$ cat config.mk
export PLATFORM = sky130hd
export DESIGN_NAME = blk_lock_mgr
export DESIGN_NICKNAME = d
export VERILOG_FILES = /design/src/rtl/lockmgr_pkg.sv /design/src/rtl/lock_seq_ctrl.sv /design/src/rtl/lock_state_array.sv /design/src/rtl/blk_lock_mgr.sv
export SDC_FILE = /design/constraint.sdc
export NUM_CORES = 1
export LEC_CHECK = 0
export ABC_AREA = 1
export BUFFER_PORTS_ARGS = -buffer_cell sky130_fd_sc_hd__buf_2
export CORE_MARGIN = 2
export CORE_UTILIZATION = 40
export DETAILED_ROUTE_END_ITERATION = 12
export HOLD_SLACK_MARGIN = 0.15
export PLACE_DENSITY = 0.71
export SETUP_SLACK_MARGIN = 0.02
export SLEW_MARGIN = 10
export SYNTH_ARGS = -nofsm -noshare
export SYNTH_HDL_FRONTEND = slang
export SYNTH_SLANG_ARGS = --single-unit
$ cat constraint.sdc
create_clock -name clk -period 1 [get_ports clk]
set_input_delay 0.1 -clock clk [delete_from_list [all_inputs] [get_ports clk]]
set_output_delay 0.1 -clock clk [all_outputs]
set_load 0.1 [all_outputs]
$ cat src/rtl/lockmgr_pkg.sv
package lockmgr_pkg;
  localparam logic [7:0] OP_SETUP  = 8'h60;
  localparam logic [7:0] OP_LOCK   = 8'h01;
  localparam logic [7:0] OP_UNLOCK = 8'hD0;
  localparam logic [7:0] OP_DOWN   = 8'h2F;

  // strobes from the sequencer to the state array, valid for one edge
  typedef struct packed {
    logic setLock;
    logic clrLock;
    logic setDown;
  } lockStb_t;
endpackage

$ cat src/rtl/lock_seq_ctrl.sv
module lock_seq_ctrl
  import lockmgr_pkg::*;
#(
  parameter int BLK_W = 3
) (
  input  logic             clk,
  input  logic             rstN,
  input  logic             cmdValid,
  input  logic [7:0]       cmdCode,
  input  logic [BLK_W-1:0] cmdBlock,
  input  logic             programSuspended,
  output lockStb_t         stb,
  output logic [BLK_W-1:0] tgtBlock,
  output logic             seqErr
);
  logic armed;
  logic armedNext;
  logic errNext;

  always_comb begin
    stb       = '0;
    errNext   = 1'b0;
    armedNext = armed;
    if (cmdValid) begin
      if (armed) begin
        armedNext = 1'b0;
        unique case (cmdCode)
          OP_LOCK:   stb.setLock = !programSuspended;
          OP_UNLOCK: stb.clrLock = !programSuspended;
          OP_DOWN: begin
            stb.setLock = !programSuspended;
            stb.setDown = !programSuspended;
          end
          default:   errNext = 1'b1;
        endcase
      end else begin
        armedNext = (cmdCode == OP_SETUP);
      end
    end
  end

  assign tgtBlock = cmdBlock;

  always_ff @(posedge clk) begin
    if (!rstN) begin
      armed  <= 1'b0;
      seqErr <= 1'b0;
    end else begin
      armed  <= armedNext;
      seqErr <= errNext;
    end
  end
endmodule

$ cat src/rtl/lock_state_array.sv
module lock_state_array
  import lockmgr_pkg::*;
#(
  parameter int NUM_BLOCKS = 8,
  parameter int BLK_W      = 3
) (
  input  logic             clk,
  input  logic             rstN,
  input  logic             wpPin,
  input  lockStb_t         stb,
  input  logic [BLK_W-1:0] tgtBlock,
  input  logic [BLK_W-1:0] qryBlock,
  output logic [2:0]       qryCode,
  output logic [1:0]       qryStatus,
  output logic             qryAllow
);
  logic [NUM_BLOCKS-1:0] lockVec;
  logic [NUM_BLOCKS-1:0] downVec;

  for (genvar g = 0; g < NUM_BLOCKS; g++) begin : g_blk
    logic hit;
    logic downActive;
    assign hit        = (tgtBlock == BLK_W'(g));
    assign downActive = downVec[g] && !wpPin;

    always_ff @(posedge clk) begin
      if (!rstN) begin
        lockVec[g] <= 1'b1;
        downVec[g] <= 1'b0;
      end else if (hit) begin
        if (stb.setLock)
          lockVec[g] <= 1'b1;
        else if (stb.clrLock && !downActive)
          lockVec[g] <= 1'b0;
        if (stb.setDown)
          downVec[g] <= 1'b1;
      end
    end
  end

  logic selLock;
  logic selDown;

  always_comb begin
    selLock = 1'b1;
    selDown = 1'b0;
    if (int'(qryBlock) < NUM_BLOCKS) begin
      selLock = lockVec[qryBlock];
      selDown = downVec[qryBlock];
    end
  end

  assign qryCode   = {wpPin, selDown, selLock};
  assign qryStatus = {selDown, selLock};
  assign qryAllow  = !selLock;
endmodule

$ cat src/rtl/blk_lock_mgr.sv
module blk_lock_mgr
  import lockmgr_pkg::*;
#(
  parameter int NUM_BLOCKS = 8,
  parameter int BLK_W      = (NUM_BLOCKS > 1) ? $clog2(NUM_BLOCKS) : 1
) (
  input  logic             clk,
  input  logic             rstN,
  input  logic             wpPin,
  input  logic             cmdValid,
  input  logic [7:0]       cmdCode,
  input  logic [BLK_W-1:0] cmdBlock,
  input  logic             programSuspended,
  input  logic [BLK_W-1:0] qryBlock,
  output logic [2:0]       qryCode,
  output logic [1:0]       qryStatus,
  output logic             qryAllow,
  output logic             seqErr
);
  lockStb_t         stb;
  logic [BLK_W-1:0] tgtBlock;

  lock_seq_ctrl #(.BLK_W(BLK_W)) u_ctrl (
    .clk              (clk),
    .rstN             (rstN),
    .cmdValid         (cmdValid),
    .cmdCode          (cmdCode),
    .cmdBlock         (cmdBlock),
    .programSuspended (programSuspended),
    .stb              (stb),
    .tgtBlock         (tgtBlock),
    .seqErr           (seqErr)
  );

  lock_state_array #(.NUM_BLOCKS(NUM_BLOCKS), .BLK_W(BLK_W)) u_state (
    .clk       (clk),
    .rstN      (rstN),
    .wpPin     (wpPin),
    .stb       (stb),
    .tgtBlock  (tgtBlock),
    .qryBlock  (qryBlock),
    .qryCode   (qryCode),
    .qryStatus (qryStatus),
    .qryAllow  (qryAllow)
  );
endmodule

==> flow_metrics.tcl, run 1 <==
set metrics [dict create \
    max_cap_violations 0 \
    die_x_um 58.7 \
    overflow 0 \
    finalCritPeriodShare 1.49 \
    wl_per_cell_um 14.1 \
    fmax_mhz 670 \
    start_util 0.427 \
    grtUsageTotal 0.218 \
    synthDistinctLibCells 18 \
    worstPathArrival_ns 1.39 \
    skew_ns 0.00699 \
    routed_wirelength_um 3840 \
    cts_max_path_buffers 2 \
    place_area_um2 1560 \
    grt_pass1_vias 1298 \
    yosysSeqAreaShare 0.301 \
    ys.warnings.count 0 \
    initialDrtViolationCount 48 \
    postRouteAntennaNets 0 \
    synthFlopType "dfxtp_1" \
    peakVddDrop_mv 0.717 \
    powerDensity_nw_per_um2 836 \
    tritoncts "built" \
    violations "design-rule violations, negative setup slack" \
    synth_top_area_frac 0.301 \
    finalWorstSetupSlack_ns -0.492 \
    cts.clk_slew.worst_paths_ns 0.11 \
    grt_max_degree 13 \
    synthCells 196 \
    cts-root-buf "clkbuf_4" \
    clock_latency_ns 0.30 \
    syn-num-nets 215 \
    power_frac_clock 0.274 \
    p_sw_frac 0.337 \
    numCtsBuffers 3 \
    dieArea_um2 3450 \
    worst_pin_slew_ns 0.453 \
    synth-seq-cells 18 \
    rsz0062_at_grt "yes" \
    final_area_um2 2010 \
    area_growth_pct 67.4 \
    die_h_um 58.7 \
    drc 2 \
    power.switching_mw 0.565 \
    async_flop_share 0 \
    fin_hold_ws_ns 0.165 \
    cp.required_ns 0.90 \
    hold_path.class "in -> reg" \
    ys_top_cells_by_count "43 x nand3_1, 30 x nor2_1, 29 x inv_1, 26 x nand2_1, 18 x dfxtp_1" \
    clock-sinks 18 \
    first_pass_iters 8 \
    power_mw 1.68 \
    report.final.slew_viol_count 0 \
    dpl.hpwl_um 2280 \
    core_um2 2810 \
    antenna_cells 0 \
    crit_path_start_kind "flip-flop" \
    p_seq_frac 0.427 \
    h-tree-depth 1 \
    p_leak_nw 0.863 \
    layout-drive-gt1-share 0.469 \
    ioPinCount 26 \
    synth_area_um2 1200 \
    hold_viol 0 \
    placementRows 19 \
    worstSetupEndpointType "primary output" \
    grt_pass1_wl_um 5820 \
    place_ws_ns -0.152 \
    antenna_found_initial 0 \
    vias 1415 \
    tns_ns -3.80 \
    setup_viol 21 \
    synth.avg_cell_area_um2 6.12 \
    worstPathMaxFanout 2 \
    status "finished, violations left" \
    yosysTopAreaCell "dfxtp_1" \
    via_per_inst 5.20 \
    period_needed_ns 1.49 \
    power.internal_mw 1.11 \
    synthMostInstantiatedCell "nand3_1" \
    maxSlewHeadroom 0.697 \
    worstSetupPathType "reg -> out" \
    nNetsFinal 261 \
    io_buffers 25 \
    fillers 221 \
    combPwrFrac 0.298 \
    synth_area_leaders "dfxtp_1 30%, nand3_1 18%, nor2_1 9.4%" \
    synth_enable_flop_cells 0 \
    gp_congestion 0.843 \
]
metal layers:
metal | vias to the layer above | GRT usage | part of all wire
met5 | - | 0 | 0
met4 | 0 | 0.0390 | 0.025
met3 | 12 | 0.0440 | 0.048
met2 | 42 | 0.398 | 0.52
met1 | 647 | 0.263 | 0.40
li1 | 714 | - | -
power by group through the flow:
stage                     combinational, mW  clock, mW  sequential, mW
final                                 0.501      0.460           0.716
after floorplan                       0.341          0           0.733
after CTS                             0.474      0.468           0.717
after global routing                  0.531      0.488           0.717
after detailed placement              0.458          0           0.733
after global placement                0.455          0           0.733
cell families after synthesis:
| logic type | Yosys count | synth area share |
|---|---|---|
| buffers and inverters | 43 | 0.166 |
| flip-flops | 18 | 0.301 |
| AND/OR/NAND/NOR | 111 | 0.433 |
| AO/OA/AOI/OAI | 24 | 0.100 |
worst paths after layout:
path         slack (ns)                       startpoint  cells past startpoint                         endpoint
max               -0.49  u_state.lockVec[0]$_SDFFE_PN1P_                      7                       qryCode[0]
min                0.16                       cmdCode[6]                      5        u_ctrl.armed$_SDFFE_PN0P_
max reg2reg       -0.16        u_ctrl.armed$_SDFFE_PN0P_                      7  u_state.lockVec[6]$_SDFFE_PN1P_
min reg2reg        0.49  u_state.downVec[0]$_SDFFE_PN0P_                      2  u_state.downVec[0]$_SDFFE_PN0P_
final cells by class:
cell class	count	area, um2	share of cell area
Clock buffer	4	36.3	0.0181
Inverter	33	124	0.0617
Multi-Input combinational cell	135	922	0.459
Sequential cell	18	368	0.183
Tap cell	31	38.8	0.0193
Timing Repair Buffer	51	518	0.258
repair_timing:
action / 4_1_cts / 5_1_grt
setup buffers: 2 / 2
setup endpoints to repair: 16 / 21
hold buffers: 4 / 0
pin swaps: 15 / 23
endpoints found under the hold margin: 4 / 0
gates resized for setup: 12 / 42
cloned: 2 / 1
per-stage QoR:
| step | utilization | instances |
|---|---|---|
| 6_report | 0.715 | 272 |
| 5_1_grt | 0.715 | 272 |
| 3_5_place_dp | 0.558 | 257 |
| 3_3_place_gp | 0.558 | 257 |
| 4_1_cts | 0.624 | 269 |
| 2_1_floorplan | - | 196 |
worst max-delay path, stage by stage, from the launching register on:
cell and delay, ns:
dfxtp_2 0.36, nor2_2 0.03, nor2_1 0.10, o21ai_1 0.10, o21ai_2 0.11, nand2_2 0.09
o21ai_4 0.10, buf_12 0.20
registers in the layout, indices dropped and copies added (netlist names):
register,cells
u_ctrl.seqErr,1
u_state.downVec,8
u_ctrl.armed,1
u_state.lockVec,8
layout by cell type, fill, tap and decap left out:
cell,count
inv_2,5
dfxtp_1,12
clkbuf_16,1
nand2_2,7
buf_12,9
dfxtp_2,6
o21ai_1,7
inv_1,28
nor2_1,29
nand2_4,1
nor3_1,2
o21ai_4,2
buf_4,17
o21ai_2,1
and2_4,1
nor2_4,3
buf_2,18
clkbuf_8,1
nand3_2,14
o21ai_0,1
nand2_1,21
nand4_2,1
a21oi_1,6
dlygate4sd3_1,4
nor2_2,3
nand3_4,11
a21oi_2,7
buf_16,2
nand3_1,18
clkbuf_4,3
Power figures use the tool's default switching activity.
==> run 2, diff against run 1 <==
- PLACE_DENSITY: 0.71 -> 0.69
- clock period: 1 -> 1.86 ns (I/O delays scaled with it)
==> flow_metrics.tcl, run 2 (synthesis results as in run 1) <==
set metrics [dict create \
    clock_latency_ns 0.29 \
    numCtsBuffers 3 \
    worstPathArrival_ns 1.58 \
    cp.required_ns 1.67 \
    grt_pass1_vias 1104 \
    maxSlewHeadroom 0.662 \
    wl_met3_um 155 \
    crit_path_start_kind "flip-flop" \
    instances_no_fill 245 \
    period_needed_ns 1.76 \
    cts.clk_slew.worst_paths_ns 0.10 \
    tritoncts "built" \
    dieArea_um2 3450 \
    post-route-util 0.470 \
    post_cts_buffers 0 \
    grt_max_degree 25 \
    via_per_inst 5.04 \
    first_pass_iters 8 \
    h-tree-depth 1 \
    final_cell_mix "43 x nand3_1, 30 x nor2_1, 29 x inv_1, 26 x nand2_1, 23 x buf_2" \
    rsz0062_at_grt "yes" \
    finalCritPeriodShare 0.948 \
    top_layer_used "met4" \
    fin_hold_ws_ns 0.167 \
    placementRows 19 \
    report.final.slew_viol_count 0 \
    fillers 305 \
    drc 1 \
    cts_max_path_buffers 2 \
    final_common_cell "nand3_1" \
    dpl.hpwl_um 2090 \
    nNetsFinal 235 \
    dp.cells 242 \
    wl_per_cell_um 11.1 \
    ioPinCount 26 \
    grt_pass1_wl_um 4750 \
    io_buffers 25 \
    die_h_um 58.7 \
    worst_pin_slew_ns 0.505 \
    vias 1234 \
    cts-root-buf "clkbuf_4" \
    met2_length_um 1160 \
    worstSetupEndpointType "primary output" \
    tns_ns 0 \
    area_growth_pct 10.0 \
    die_x_um 58.7 \
    hold_path.class "in -> reg" \
    setup_viol 0 \
    gp_congestion 0.851 \
    antenna_cells 0 \
    worstSetupPathType "reg -> out" \
    max_cap_violations 0 \
    core_um2 2810 \
    peakVddDrop_mv 0.331 \
    overflow 0 \
    postRouteAntennaNets 0 \
    place_ws_ns 0.383 \
    layout-drive-gt1-share 0.196 \
    violations "design-rule violations" \
    hold_viol 0 \
    routed_wirelength_um 2720 \
    initialDrtViolationCount 38 \
    r2r_cells 5 \
    antenna_found_initial 0 \
    ctsHoldBuffers 0 \
    skew_ns 0.00555 \
    finalWorstSetupSlack_ns 0.0975 \
    worstPathMaxFanout 2 \
    grtUsageTotal 0.179 \
    p_leak_nw 0.663 \
    status "finished, violations left" \
    met1_length_um 1370 \
    fmax_mhz 567 \
    powerDensity_nw_per_um2 583 \
    top_regs "u_state.downVec x8, u_state.lockVec x8" \
    start_util 0.427 \
    clock-sinks 18 \
    min_path_cells 3 \
]
## run 2: cell count changes in the layout (fill, tap and decap cells not counted), moves of 3 or more
| cell | delta |
|---|---|
| nand3_2 | -14 |
| a21oi_1 | +7 |
| nand2_1 | +5 |
| nand3_4 | -11 |
| nand3_1 | +25 |
| nand2_2 | -4 |
| dfxtp_2 | -6 |
| buf_4 | -17 |
| buf_12 | -9 |
| o21ai_0 | +3 |
| dfxtp_1 | +6 |
| a21oi_2 | -7 |
| dlygate4sd3_1 | -4 |
| buf_2 | +5 |
## run 2: final timing paths
| check | startpoint | end | slack, ns |
|---|---|---|---|
| min reg2reg | u_state.lockVec[4]$_SDFFE_PN1P_ | u_state.lockVec[4]$_SDFFE_PN1P_ | 0.48 |
| max reg2reg | u_ctrl.armed$_SDFFE_PN0P_ | u_state.lockVec[4]$_SDFFE_PN1P_ | 0.59 |
| max | u_state.lockVec[0]$_SDFFE_PN1P_ | qryStatus[0] | 0.1 |
| min | cmdValid | u_ctrl.seqErr$_SDFF_PN0_ | 0.17 |
## run 2: timing repair
| action | in CTS | in global routing |
|---|---|---|
| setup endpoints to repair | 0 | 4 |
| gates resized for setup | 0 | 2 |
| endpoints found under the hold margin | 0 | 0 |
## run 2: critical path: stages (launching register included)
cell	delay, ns
dfxtp_1	0.36
nor2_1	0.05
nor2_1	0.07
o21ai_0	0.08
o21ai_1	0.12
nand2_1	0.07
o21ai_1	0.08
buf_2	0.44
## run 2: through the flow
step	power, mW	cell area (um2)
floorplan	0.545	1200
global placement	0.582	1290
detailed placement	0.583	1290
CTS	0.775	1310
global route	0.805	1320
finish	0.769	1320
## run 2: layer usage
layer,up-vias,global-route usage
met5,-,0
met4,0,0.0682
met3,5,0.0264
met2,36,0.284
met1,537,0.245
li1,656,-
## run 2: area by class of cell
cell class | count | area (um2) | share of cell area
Inverter | 33 | 124 | 0.0939
Clock buffer | 3 | 22.5 | 0.0171
Tap cell | 31 | 38.8 | 0.0294
Multi-Input combinational cell | 135 | 643 | 0.488
Timing Repair Buffer | 25 | 130 | 0.0987
Sequential cell | 18 | 360 | 0.273
## run 2: where the power goes
group | internal, mW | leakage [nW] | total (mW) | switching, mW
combinational | 0.0435 | 0.504 | 0.191 | 0.147
sequential | 0.385 | 0.145 | 0.385 | 0.0000460
clock | 0.0755 | 0.0138 | 0.193 | 0.118
==> run 3, diff against run 2 <==
- CELL_PAD_IN_SITES_DETAIL_PLACEMENT: not set -> 0
- CELL_PAD_IN_SITES_GLOBAL_PLACEMENT: not set -> 1
- CORE_UTILIZATION: 40 -> 39
- PLACE_DENSITY: 0.69 -> 0.88
- SETUP_SLACK_MARGIN: 0.02 -> 0.2
==> flow_metrics.tcl, run 3 (synthesis results as in run 1) <==
set metrics [dict create \
    die_h_um 59.4 \
    antenna_cells 0 \
    p_leak_nw 0.688 \
    antenna_found_initial 0 \
    setup_viol 0 \
    crit_end "qryAllow" \
    reg2reg_to "u_state.lockVec[1]$_SDFFE_PN1P_" \
    skew_ns 0.0110 \
    first_pass_iters 4 \
    initialDrtViolationCount 33 \
    dp.cells 244 \
    clock-sinks 18 \
    core_um2 2980 \
    maxSlewHeadroom 0.658 \
    worst-path-stages 8 \
    place_ws_ns 0.371 \
    post_cts_buffers 0 \
    nNetsFinal 235 \
    tritoncts "built" \
    final_common_cell "nand3_1" \
    placementRows 20 \
    crit_path_cell_trace "nor2_1, nor2_1, o21ai_1, nand2_1, inv_2, nand2_1, o21ai_2, buf_4" \
    hold_path.class "in -> reg" \
    peakVddDrop_mv 0.212 \
    instances_no_fill 247 \
    cts.clk_slew.worst_paths_ns 0.09 \
    worstSetupPathType "reg -> out" \
    status "complete, no violations" \
    dieArea_um2 3530 \
    die_x_um 59.4 \
    start_util 0.403 \
    critPathMaxStageDelay_ns 0.33 \
    gp_congestion 0.803 \
    cp_num_buf_inv 2 \
    period_needed_ns 1.57 \
    finalCritPeriodShare 0.846 \
    overflow 0 \
    startpoint "u_state.lockVec[4]$_SDFFE_PN1P_" \
    cp_slowest_cell "dfxtp_1" \
    via_per_inst 4.99 \
    max_cap_violations 0 \
    grt_max_degree 25 \
    grt_pass1_vias 1038 \
    numCtsBuffers 3 \
    worstSetupEndpointType "primary output" \
    fillers 330 \
    clock_latency_ns 0.29 \
    r2r_cells 5 \
    report.final.slew_viol_count 0 \
    drc 0 \
    layout-drive-gt1-share 0.215 \
    ioPinCount 26 \
    rr_startpoint "u_ctrl.armed$_SDFFE_PN0P_" \
    wl_per_cell_um 11.6 \
    cp.required_ns 1.67 \
    cts-root-buf "clkbuf_4" \
    cts_max_path_buffers 2 \
    r2r_slack_ns 0.60 \
    final_cell_mix "43 x nand3_1, 30 x nor2_1, 29 x inv_1, 26 x nand2_1, 20 x buf_2" \
    powerDensity_nw_per_um2 573 \
    cp_top_family "buffers and inverters" \
    dpl.hpwl_um 2140 \
    ctsHoldBuffers 0 \
    worst_pin_slew_ns 0.512 \
    routed_wirelength_um 2870 \
    rsz0062_at_grt "yes" \
    finalWorstSetupSlack_ns 0.287 \
    postRouteAntennaNets 0 \
    grtUsageTotal 0.172 \
    vias 1233 \
    worstPathArrival_ns 1.39 \
    fin_hold_ws_ns 0.181 \
    min_path_cells 3 \
    area_growth_pct 16.4 \
    tns_ns 0 \
    worstPathMaxFanout 2 \
    grt_pass1_wl_um 4600 \
    h-tree-depth 1 \
    crit_path_start_kind "flip-flop" \
    top_regs "u_state.downVec x8, u_state.lockVec x8" \
    fmax_mhz 636 \
    io_buffers 25 \
    hold_viol 0 \
]
-- run 3: changes by cell type in the layout (fill, tap and decap cells not counted) --
cell      previous run  this run
buf_4                0         1
o21ai_1              6         7
buf_12               0         4
dfxtp_1             18        16
clkbuf_4             5         3
and2_1               1         0
o21ai_0              4         2
o21ai_4              0         1
and2_4               0         1
dfxtp_2              0         2
buf_2               23        20
-- run 3: final cells by class --
class	instances	area, um2	share of cell area
Clock buffer	3	22.5	0.0161
Inverter	33	124	0.0888
Timing Repair Buffer	25	188	0.135
Tap cell	33	41.3	0.0296
Sequential cell	18	363	0.260
Multi-Input combinational cell	135	657	0.471
-- run 3: worst min-delay path, stage by stage --
cell and delay, ns:
buf_2 0.12, nand3_1 0.07, nor3_1 0.04
-- run 3: repair_timing --
| item | 4_1_cts | 5_1_grt |
|---|---|---|
| gates cloned | 0 | 0 |
| endpoints found under the setup margin | 5 | 4 |
| pin swaps | 0 | 1 |
| resized for setup | 3 | 24 |
-- run 3: layer usage --
layer | global-route usage | wire, um | share of wire
met2 | 0.287 | 1440 | 0.50
met5 | 0 | 0 | 0
met3 | 0.00873 | 109 | 0.038
met4 | 0.0682 | 0 | 0
met1 | 0.230 | 1320 | 0.46
-- run 3: how the worst min path moves through the flow --
stage | end | startpoint
6_report | u_ctrl.seqErr$_SDFF_PN0_ | cmdValid
5_1_grt | u_ctrl.seqErr$_SDFF_PN0_ | cmdValid
4_1_cts | u_ctrl.seqErr$_SDFF_PN0_ | cmdValid
3_5_place_dp | u_state.lockVec[2]$_SDFFE_PN1P_ | u_state.lockVec[2]$_SDFFE_PN1P_
3_3_place_gp | u_state.lockVec[2]$_SDFFE_PN1P_ | u_state.lockVec[2]$_SDFFE_PN1P_
2_1_floorplan | u_ctrl.seqErr$_SDFF_PN0_ | cmdValid
-- run 3: stage by stage --
step                      cell area [um2]  power [mW]  utilization
after global placement               1290       0.583        0.434
after floorplan                      1200       0.545            -
after global routing                 1400       0.846        0.468
final                                1400       0.800        0.468
after CTS                            1320       0.777        0.445
after detailed placement             1290       0.583        0.434
-- run 3: where the power goes --
part | switching [mW] | total, mW | internal (mW)
Clock | 0.114 | 0.189 | 0.0752
Sequential | 0.0000444 | 0.385 | 0.385
Combinational | 0.156 | 0.226 | 0.0696
Total | 0.270 | 0.800 | 0.530
